===== config.mk =====
export PLATFORM = sky130hd
export DESIGN_NAME = spi_hs_master
export DESIGN_NICKNAME = d
export VERILOG_FILES = /design/src/rtl/spi_hs_pkg.sv /design/src/rtl/spi_hs_sync.sv /design/src/rtl/spi_hs_div.sv /design/src/rtl/spi_hs_shift.sv /design/src/rtl/spi_hs_master.sv
export SDC_FILE = /design/constraint.sdc
export NUM_CORES = 1
export LEC_CHECK = 0
export ABC_AREA = 1
export BUFFER_PORTS_ARGS = -buffer_cell sky130_fd_sc_hd__buf_4
export CORE_ASPECT_RATIO = 0.6
export CORE_MARGIN = 2
export CORE_UTILIZATION = 61
export CTS_CLUSTER_DIAMETER = 150
export DETAILED_ROUTE_END_ITERATION = 8
export PLACE_DENSITY_LB_ADDON = 0.25
export SLEW_MARGIN = 30
export SYNTH_ARGS = -nofsm -noshare
export SYNTH_HDL_FRONTEND = slang
export SYNTH_SLANG_ARGS = --single-unit

===== constraint.sdc =====
create_clock -name clk -period 4.1 [get_ports clk]
set_input_delay 0.205 -clock clk [delete_from_list [all_inputs] [get_ports clk]]
set_output_delay 0.205 -clock clk [all_outputs]
set_load 0.01 [all_outputs]

===== src/rtl/spi_hs_pkg.sv =====
package spi_hs_pkg;
  typedef enum logic [2:0] {
    ST_IDLE,
    ST_WAIT_READY,
    ST_ASSERT_CS,
    ST_SHIFT,
    ST_FINISH
  } hs_state_t;
endpackage


===== src/rtl/spi_hs_sync.sv =====
module spi_hs_sync #(
  parameter int  STAGES  = 2,
  parameter bit  RST_VAL = 1'b0
) (
  input  logic clk,
  input  logic rst_n,
  input  logic d_i,
  output logic q_o
);
  logic [STAGES-1:0] chain_q;
  logic [STAGES-1:0] chain_d;

  always_comb chain_d = {chain_q[STAGES-2:0], d_i};

  always_ff @(posedge clk or negedge rst_n) begin
    if (!rst_n) chain_q <= {STAGES{RST_VAL}};
    else        chain_q <= chain_d;
  end

  assign q_o = chain_q[STAGES-1];
endmodule


===== src/rtl/spi_hs_div.sv =====
module spi_hs_div #(
  parameter int DIV_W = 8
) (
  input  logic             clk,
  input  logic             rst_n,
  input  logic             en_i,
  input  logic [DIV_W-1:0] div_i,
  output logic             tick_o
);
  logic [DIV_W-1:0] cnt_q;
  logic [DIV_W-1:0] cnt_d;

  always_comb begin
    tick_o = en_i && (cnt_q == div_i);
    if (!en_i || tick_o) cnt_d = '0;
    else                 cnt_d = cnt_q + 1'b1;
  end

  always_ff @(posedge clk or negedge rst_n) begin
    if (!rst_n) cnt_q <= '0;
    else        cnt_q <= cnt_d;
  end


  tick_spacing_chk: assert property (@(posedge clk) disable iff (!rst_n)
    (en_i && tick_o && div_i != '0) |=> !tick_o);
endmodule


===== src/rtl/spi_hs_shift.sv =====
module spi_hs_shift #(
  parameter int WORD_W = 16
) (
  input  logic              clk,
  input  logic              rst_n,
  input  logic              load_i,
  input  logic [WORD_W-1:0] load_word_i,
  input  logic              launch_i,
  input  logic              sample_i,
  input  logic              ser_i,
  output logic              ser_o,
  output logic [WORD_W-1:0] word_o
);
  logic [WORD_W-1:0] tx_q, tx_d;
  logic [WORD_W-1:0] rx_q, rx_d;

  always_comb begin
    tx_d = tx_q;
    rx_d = rx_q;
    if (load_i)        tx_d = load_word_i;
    else if (launch_i) tx_d = {tx_q[WORD_W-2:0], 1'b0};
    if (sample_i)      rx_d = {rx_q[WORD_W-2:0], ser_i};
  end

  always_ff @(posedge clk or negedge rst_n) begin
    if (!rst_n) begin
      tx_q <= '0;
      rx_q <= '0;
    end else begin
      tx_q <= tx_d;
      rx_q <= rx_d;
    end
  end

  assign ser_o  = tx_q[WORD_W-1];
  assign word_o = rx_q;
endmodule


===== src/rtl/spi_hs_master.sv =====
module spi_hs_master
  import spi_hs_pkg::*;
#(
  parameter int WORD_W = 16,
  parameter int DIV_W  = 8
) (
  input  logic              clk,
  input  logic              rst_n,
  input  logic              cfg_cpol,
  input  logic              cfg_cpha,
  input  logic [DIV_W-1:0]  cfg_div,
  input  logic              cfg_sel_en,
  input  logic              cfg_hs_en,
  input  logic              tx_valid,
  input  logic [WORD_W-1:0] tx_word,
  output logic              busy,
  output logic [WORD_W-1:0] rx_word,
  output logic              rx_done,
  output logic              sclk,
  output logic              mosi,
  input  logic              miso,
  output logic              sel_n,
  input  logic              rdy_n
);
  localparam int EDGES  = 2 * WORD_W;
  localparam int EDGE_W = $clog2(EDGES);
  localparam logic [EDGE_W-1:0] LAST_EDGE = EDGE_W'(EDGES - 1);

  logic rst_sync_n;
  logic rdy_sync_n;

  spi_hs_sync #(.STAGES(2), .RST_VAL(1'b0)) i_rst_sync (
    .clk(clk), .rst_n(rst_n), .d_i(1'b1), .q_o(rst_sync_n));

  spi_hs_sync #(.STAGES(2), .RST_VAL(1'b1)) i_rdy_sync (
    .clk(clk), .rst_n(rst_sync_n), .d_i(rdy_n), .q_o(rdy_sync_n));

  hs_state_t         state_q, state_d;
  logic [EDGE_W-1:0] edge_q, edge_d;
  logic              cpol_q, cpha_q, sel_en_q;
  logic [DIV_W-1:0]  div_q;
  logic              sclk_q, sclk_d;
  logic [WORD_W-1:0] rx_word_q;
  logic              rx_done_q;
  logic              accept, tick, div_en, launch, sample, finish;
  logic [WORD_W-1:0] shift_word;

  assign accept = (state_q == ST_IDLE) && tx_valid;
  assign div_en = (state_q == ST_ASSERT_CS) || (state_q == ST_SHIFT) ||
                  (state_q == ST_FINISH);
  assign finish = (state_q == ST_FINISH) && tick;

  spi_hs_div #(.DIV_W(DIV_W)) i_div (
    .clk(clk), .rst_n(rst_sync_n), .en_i(div_en), .div_i(div_q), .tick_o(tick));

  // Edge index: even = leading, odd = trailing.
  always_comb begin
    launch = 1'b0;
    sample = 1'b0;
    if ((state_q == ST_SHIFT) && tick) begin
      sample = (edge_q[0] == cpha_q);
      if (cpha_q) launch = !edge_q[0] && (edge_q != '0);
      else        launch = edge_q[0];
    end
  end

  spi_hs_shift #(.WORD_W(WORD_W)) i_shift (
    .clk(clk), .rst_n(rst_sync_n), .load_i(accept), .load_word_i(tx_word),
    .launch_i(launch), .sample_i(sample), .ser_i(miso), .ser_o(mosi),
    .word_o(shift_word));

  always_comb begin
    state_d = state_q;
    unique case (state_q)
      ST_IDLE:       if (tx_valid) state_d = cfg_hs_en ? ST_WAIT_READY : ST_ASSERT_CS;
      ST_WAIT_READY: if (!rdy_sync_n) state_d = ST_ASSERT_CS;
      ST_ASSERT_CS:  if (tick) state_d = ST_SHIFT;
      ST_SHIFT:      if (tick && edge_q == LAST_EDGE) state_d = ST_FINISH;
      ST_FINISH:     if (tick) state_d = ST_IDLE;
      default:       state_d = ST_IDLE;
    endcase
  end

  always_comb begin
    edge_d = '0;
    if (state_q == ST_SHIFT) edge_d = tick ? edge_q + 1'b1 : edge_q;
    sclk_d = sclk_q;
    if (state_q == ST_IDLE)                sclk_d = cfg_cpol;
    else if ((state_q == ST_SHIFT) && tick) sclk_d = !sclk_q;
  end

  always_ff @(posedge clk or negedge rst_sync_n) begin
    if (!rst_sync_n) begin
      state_q   <= ST_IDLE;
      edge_q    <= '0;
      sclk_q    <= 1'b0;
      cpol_q    <= 1'b0;
      cpha_q    <= 1'b0;
      sel_en_q  <= 1'b0;
      div_q     <= '0;
      rx_word_q <= '0;
      rx_done_q <= 1'b0;
    end else begin
      state_q   <= state_d;
      edge_q    <= edge_d;
      sclk_q    <= sclk_d;
      rx_done_q <= finish;
      if (accept) begin
        cpol_q   <= cfg_cpol;
        cpha_q   <= cfg_cpha;
        sel_en_q <= cfg_sel_en;
        div_q    <= cfg_div;
      end
      if (finish) rx_word_q <= shift_word;
    end
  end

  assign busy    = (state_q != ST_IDLE);
  assign sclk    = rst_sync_n ? sclk_q : cfg_cpol;
  assign sel_n   = !(sel_en_q && div_en);
  assign rx_word = rx_word_q;
  assign rx_done = rx_done_q;


  done_pulse_chk: assert property (@(posedge clk) disable iff (!rst_sync_n)
    rx_done |=> !rx_done);

  done_idle_chk: assert property (@(posedge clk) disable iff (!rst_sync_n)
    rx_done |-> !busy);

  ready_hold_chk: assert property (@(posedge clk) disable iff (!rst_sync_n)
    (state_q == ST_WAIT_READY) |=> $stable(sclk_q));

  sel_idle_chk: assert property (@(posedge clk) disable iff (!rst_sync_n)
    !busy |-> sel_n);

  idle_level_chk: assert property (@(posedge clk) disable iff (!rst_sync_n)
    ((state_q == ST_FINISH) && tick) |=> (sclk_q == cpol_q));
endmodule


# Yosys cells after proc, flatten, opt, wreduce, memory -nomap -nowiden
# Index checks and enable logic that the tools add are counted.
[classes]
n_addsub = 2
n_mul = 0
div = 0
magnitude_cmp = 0
n_eq_ne = 13
shifts = 0
n_mux = 18
bitwise_logic = 0
n_reduce_logical = 20
[ops]
columns = ["cell", "n"]
rows = [
  ["$mux 16", 2],
  ["$mux 3", 5],
  ["$pmux 3 s5", 1],
  ["$mux 5", 2],
  ["$ne 2x2->1 const B", 5],
  ["$add 8x1->8 const B", 1],
  ["$eq 8x8->1", 1],
  ["$mux 8", 1],
  ["$logic_and 1x1->1", 7],
  ["$eq 3x2->1 const B", 2],
  ["$mux 1", 6],
  ["$add 5x1->5 const B", 1],
  ["$eq 5x5->1 const B", 1],
  ["$reduce_and 5->1", 1],
  ["$reduce_bool 5->1", 1],
  ["$logic_not 1->1", 4],
  ["$reduce_bool 2->1", 2],
  ["$eq 3x1->1 const B", 1],
  ["$eq 3x3->1 const B", 1],
  ["$logic_not 3->1", 1],
  ["$logic_or 1x1->1", 3],
  ["$reduce_bool 3->1", 1],
  ["$mux 2", 1],
  ["$ne 2x1->1 const B", 1],
  ["$eq 1x1->1", 1],
]
[word_totals]
register_bits = 80
latchBits = 0
ram_bits = 0
romBits = 0
inputBits = 33
out_inout_bits = 21
word_cells = 66
mem_count = 0

# Depth between registers and ports, before layout
[depth]
depth_word = 8
mapped_depth = 11
ltp_nobuf = 11

# Cells and area by module
# Synthesis repeated with hierarchy kept, for this count alone.
[hier_totals]
cells_unflattened = 427
hier_area_um2 = 3636.0
[by_module_without_submodules]
columns = ["module", "instances", "cells_each", "area_each_um2", "seq_area_each_um2"]
rows = [
  ["spi_hs_master", 1, 204, 1669.1, 900.9],
  ["spi_hs_shift", 1, 147, 1348.8, 800.8],
  ["spi_hs_div", 1, 72, 515.5, 200.2],
  ["spi_hs_sync at i_rdy_sync", 1, 2, 52.6, 52.6],
  ["spi_hs_sync at i_rst_sync", 1, 2, 50.0, 50.0],
]

# Least setup slack after synthesis
# Ideal clock, no wire load.
[synth_path]
path_kind = "register to output"
startpoint = "register i_rst_sync.chain_q[1]"
endpoint = "output port sclk"
arrival_ns = 2.538
required_ns = 3.895
slack_ns = 1.357
path_stages_with_launch = 2
n_path_buf = 0
path_cell_list = "dfrtp_1 > o21ai_0"
[synth_via]
elab_chain_len = 1
[synth_lines]
columns = ["item", "line_no", "source"]
rows = [
  ["start, declared", "spi_hs_sync.sv:10", "logic [STAGES-1:0] chain_q;"],
  ["start signal, assigned", "spi_hs_sync.sv:16", "if (!rst_n) chain_q <= {STAGES{RST_VAL}};"],
  ["start signal, assigned", "spi_hs_sync.sv:17", "else chain_q <= chain_d;"],
  ["$mux 1", "spi_hs_master.sv:119", "assign sclk = rst_sync_n ? sclk_q : cfg_cpol;"],
  ["end, declared", "spi_hs_master.sv:19", "output logic sclk,"],
]
# No other way between the ends.

# Worst setup path after layout
[layout_path]
startpoint = "register state_q[0]"
endpoint = "register i_shift.tx_q[0]"
[layout_via]
elab_chain_len = 7
elab_cells_between_ends = 12
cone_classes = "eq/ne (3); mux (2); reduce/logical (7)"
[layout_lines]
columns = ["item", "line_no", "source"]
rows = [
  ["start, declared", "spi_hs_master.sv:38", "hs_state_t state_q, state_d;"],
  ["start signal, assigned", "spi_hs_master.sv:104", "state_q <= state_d;"],
  ["$eq 3x2->1, on equally long branches", "spi_hs_master.sv:49, spi_hs_master.sv:60", ""],
  ["$logic_or 1x1->1 (2 in a row)", "spi_hs_master.sv:49", "assign div_en = (state_q == ST_ASSERT_CS) || (state_q == ST_SHIFT) ||"],
  ["$logic_and 1x1->1", "spi_hs_div.sv:14", "tick_o = en_i && (cnt_q == div_i);"],
  ["$logic_and 1x1->1", "spi_hs_master.sv:60", "if ((state_q == ST_SHIFT) && tick) begin"],
  ["$mux 1", "spi_hs_master.sv:60", ""],
  ["$reduce_bool 2->1 (no source line)", "-", ""],
  ["end signal, assigned", "spi_hs_shift.sv:30", "tx_q <= tx_d;"],
  ["end, declared", "spi_hs_shift.sv:14", "logic [WORD_W-1:0] tx_q, tx_d;"],
]
# Several ways; a longest one is shown, not always the timed one.
# A chain may end at the register's enable or synchronous reset.

==> metrics list <==
- The detailed router finished its first iteration with 144 violations.
- The floorplan has 22 rows.
- Power per unit of standard cell area: 560 mW/mm2
- Remaining DRCs: 0
* Post-synth net total: 479
* Length of the first detailed-routing pass in iterations: 6
- I/O pin count: 54
- In the final design database the tool counted 533 nets.
* Post-route worst hold slack: 46.6 ps
- Number of max-slew violations in the final report: 0
* Count of buffer and inverter cells on the critical path: 3
- Final RePlAce weighted congestion: 0.853
- Leading cell types in the layout, fill and taps excluded: sky130_fd_sc_hd__nand2_1, sky130_fd_sc_hd__dfrtp_1, sky130_fd_sc_hd__buf_4
- At the worst endpoint, the required time is 4370 ps.
- Total Wirelength: 7.54 mm
- Worst slew margin relative to its limit: 60.8%
- The number of antenna violations at the first check in global routing came to 0.
* Count of flip-flops with a built-in enable after synthesis: 0
* Largest net degree at the start of global routing: 49
- In this design, the largest share of critical-path delay is due to buffers and inverters.
* Worst skew pair latency: 360 ps
- Leakage component of the power: 2.31 nW
* Worst setup slack after layout: 2220 ps
- Final design utilization: 73.2%
- Crit path launch type: flip-flop
* Grt total ovfl: 0
- Async SR Flop Fraction: 100%
* CTS clk-pin slew, worst paths: 90 ps
- Buffers placed on the I/O ports in this run total 53.
* Final hold violations: 0
* Routed WL per cell: 12.9 um
- The path class of the tightest hold or removal check is primary input to flip-flop.
* Number of H-tree levels: 3
* Die area: 0.00685 mm2
- The synthesized design contains 80 register bits.
* Final worst-path cycle share: 45.9%
- Beginning of the worst register-to-register path: state_q[0]
- Worst setup skew after layout: 14.4 ps
- For this block, the via count after detailed routing is 2956.
* Initial standard-cell utilization of the core: 62.3%
- IR analysis of the VDD net gives a maximum drop of 0.000270 V.
* Critical path depth: 7
- Clock tree from TritonCTS: yes
* CTS root buf: sky130_fd_sc_hd__clkbuf_8
- From bottom edge to top edge, the die measures 64.9 um.
- Summing the sequential cell areas from Yosys gives 53.1% of the chip area.
- The largest individual stage delay along the critical path comes from the cell sky130_fd_sc_hd__inv_2.
* Most common library cell in the layout ignoring fill and taps: sky130_fd_sc_hd__nand2_1
- Dividing the detail-routed via count by the number of cells gives 5.05.
- In the global route stage, overall resource usage came out at 24.3%.
- Summing every instance area after synthesis gives 0.00377 mm2.
- Biggest fanout along the worst timing path: 35
- The flow ran to the end, and the final reports show no timing, DRC or antenna violations.
- The number of different library cells used by synthesis comes to 36.
- Adding up every negative setup slack in the final design gives 0 ps.
* Number of global-route vias before repair: 2742
* HPWL reported at the end of detailed placement: 5.12 mm
* Hold Path Origin: cfg_div[5]
- On the worst path, the slowest cell contributes a delay of 450 ps.
- For this run, the number of Yosys warnings is 0.
- Critical Path End Type: flip-flop
- Cell chain of the critical path: inv_2 -> nand2_1 -> nor3_4 -> buf_4 -> inv_2 -> nand2_4 -> o21ai_0
- The clock passes through at most 2 buffers.
- Synthesized netlist cell count: 442
- In this run the horizontal extent of the chip is 106 um.
- For the worst setup path, the data arrival time is 2150 ps.
- The worst hold path was traced through 3 stages.
- The area growth from synthesis to layout is 17.4%.
- Unrepaired setup endpoints after global routing: no
* Placeable Area: 0.00606 mm2
* Max-Cap Viols: 0
* Top FF cell, synth: sky130_fd_sc_hd__dfrtp_1
* Library cell appearing most often on the critical path: sky130_fd_sc_hd__inv_2
- Mapped Avg Cell Area: 8.54 um2
- Clock buffer count from CTS: 9
- The worst setup path is of the flip-flop to flip-flop kind.
* Final critical-path required period: 1880 ps
- Prior to clock tree synthesis, the placed netlist has a worst setup slack of 2270 ps.
- First-pass GRT wire length: 13.0 mm
- Critical Path Source: state_q[0]
- For the pin with the worst max-slew slack, the measured transition is 589 ps.
* PnR Total Power: 2.48 mW
* Max Freq: 532 MHz
- The repair_antennas step left the layout with diodes totalling 0.
- Measured in cells, the most critical reg-to-reg path has a length of 7.
- In this run, post-CTS repair resized a total of 0 instances.
- Final setup violation count: 0
- The clock net in this run drives a total of 80 sinks.
- Once detail routing completed, the nets flagged for antenna violations numbered 0.
- Share of post-route cells with drive strength above 1: 21.6%
[metrics by stage]
stage                     cells  area (um2)
after floorplan             442        3770
after CTS                   585        4430
after global placement      567        4200
after global routing        585        4430
after detailed placement    567        4200
final                       585        4430
[cell usage after synthesis (2+ instances only)]
cell                      number  area [um2]
sky130_fd_sc_hd__inv_2         6        22.5
sky130_fd_sc_hd__buf_2         4        20.0
sky130_fd_sc_hd__buf_1         2        7.51
sky130_fd_sc_hd__nor2_2        3        18.8
sky130_fd_sc_hd__nand3_1      19        95.1
sky130_fd_sc_hd__dfrtp_1      78        1950
sky130_fd_sc_hd__nand2_4       4        45.0
sky130_fd_sc_hd__inv_1        39         146
sky130_fd_sc_hd__buf_4         3        22.5
sky130_fd_sc_hd__xor2_1        5        43.8
sky130_fd_sc_hd__xnor2_1       4        35.0
sky130_fd_sc_hd__nand2_1     176         661
sky130_fd_sc_hd__nand2_2       3        18.8
sky130_fd_sc_hd__nor3_1        4        20.0
sky130_fd_sc_hd__o21ai_0      17        85.1
sky130_fd_sc_hd__dfstp_2       2        52.6
sky130_fd_sc_hd__o21ai_2      15         131
sky130_fd_sc_hd__ha_1          4        50.1
sky130_fd_sc_hd__o21ai_1      17        85.1
sky130_fd_sc_hd__nand4_1       6        37.5
sky130_fd_sc_hd__nor2_1       13        48.8
sky130_fd_sc_hd__buf_6         4        45.0
[report_power, final]
part | leakage [nW] | total, mW | switching [mW] | internal, mW
Clock | 0.104 | 0.628 | 0.284 | 0.343
Sequential | 1.06 | 1.06 | 0.118 | 0.942
Combinational | 1.14 | 0.793 | 0.517 | 0.276
[path summary, 6_finish.rpt]
path	to	slack, ps
max reg2reg	i_shift.tx_q[0]	2220
min in group asynchronous	i_rst_sync.chain_q[1]	150
max in group asynchronous	rx_word[14]	2890
max	i_shift.tx_q[0]	2220
min	div_q[5]	50
min reg2reg	i_div.cnt_q[6]	260
[kinds of logic after synthesis]
group	share of synthesized area [%]
xor gates and xnor gates	2.09
buffers and inverters	7.36
DFF	53.1
AOI/OAI and AO/OA	8.98
and+or+nand+nor	27.0
adders and majority gates	1.33
other	0.0993
[repair_timing]
action | CTS | global route
hold endpoints to repair | 3 | 0
setup buffers | 0 | 0
hold buffers | 2 | 0
[worst min-delay path, cell delays in order]
cell and delay [ps]:
sky130_fd_sc_hd__buf_4 80, sky130_fd_sc_hd__nand2_1 40, sky130_fd_sc_hd__o21ai_0 60
[area by class of cell]
class,count,area [um2]
well taps,84,105
clock buffers,11,131
inverters,47,179
repair buffers,57,433
clock inverters,5,81.3
flip-flops and latches,80,2010
fillers,462,1630
multi-input cells,301,1490
[per-layer routing]
metal  track usage (%)  vias to the layer above  wire, um
li1                  -                     1488         -
met1              34.6                     1397      3700
met2              37.5                       63      3450
met3              6.34                        8       300
met4              6.58                        0        87
met5                 0                        -         0
[flip-flops by register name, summed over array words and instances (netlist names)]
| register | count |
|---|---|
| i_shift.tx_q | 16 |
| sclk_q | 1 |
| sel_en_q | 1 |
| i_div.cnt_q | 8 |
| state_q | 3 |
| rx_word | 16 |
| i_rdy_sync.chain_q | 2 |
| edge_q | 5 |
| rx_done | 1 |
| i_rst_sync.chain_q | 2 |
| i_shift.word_o | 16 |
| cpha_q | 1 |
| div_q | 8 |
(Power assumes the default switching activity.)
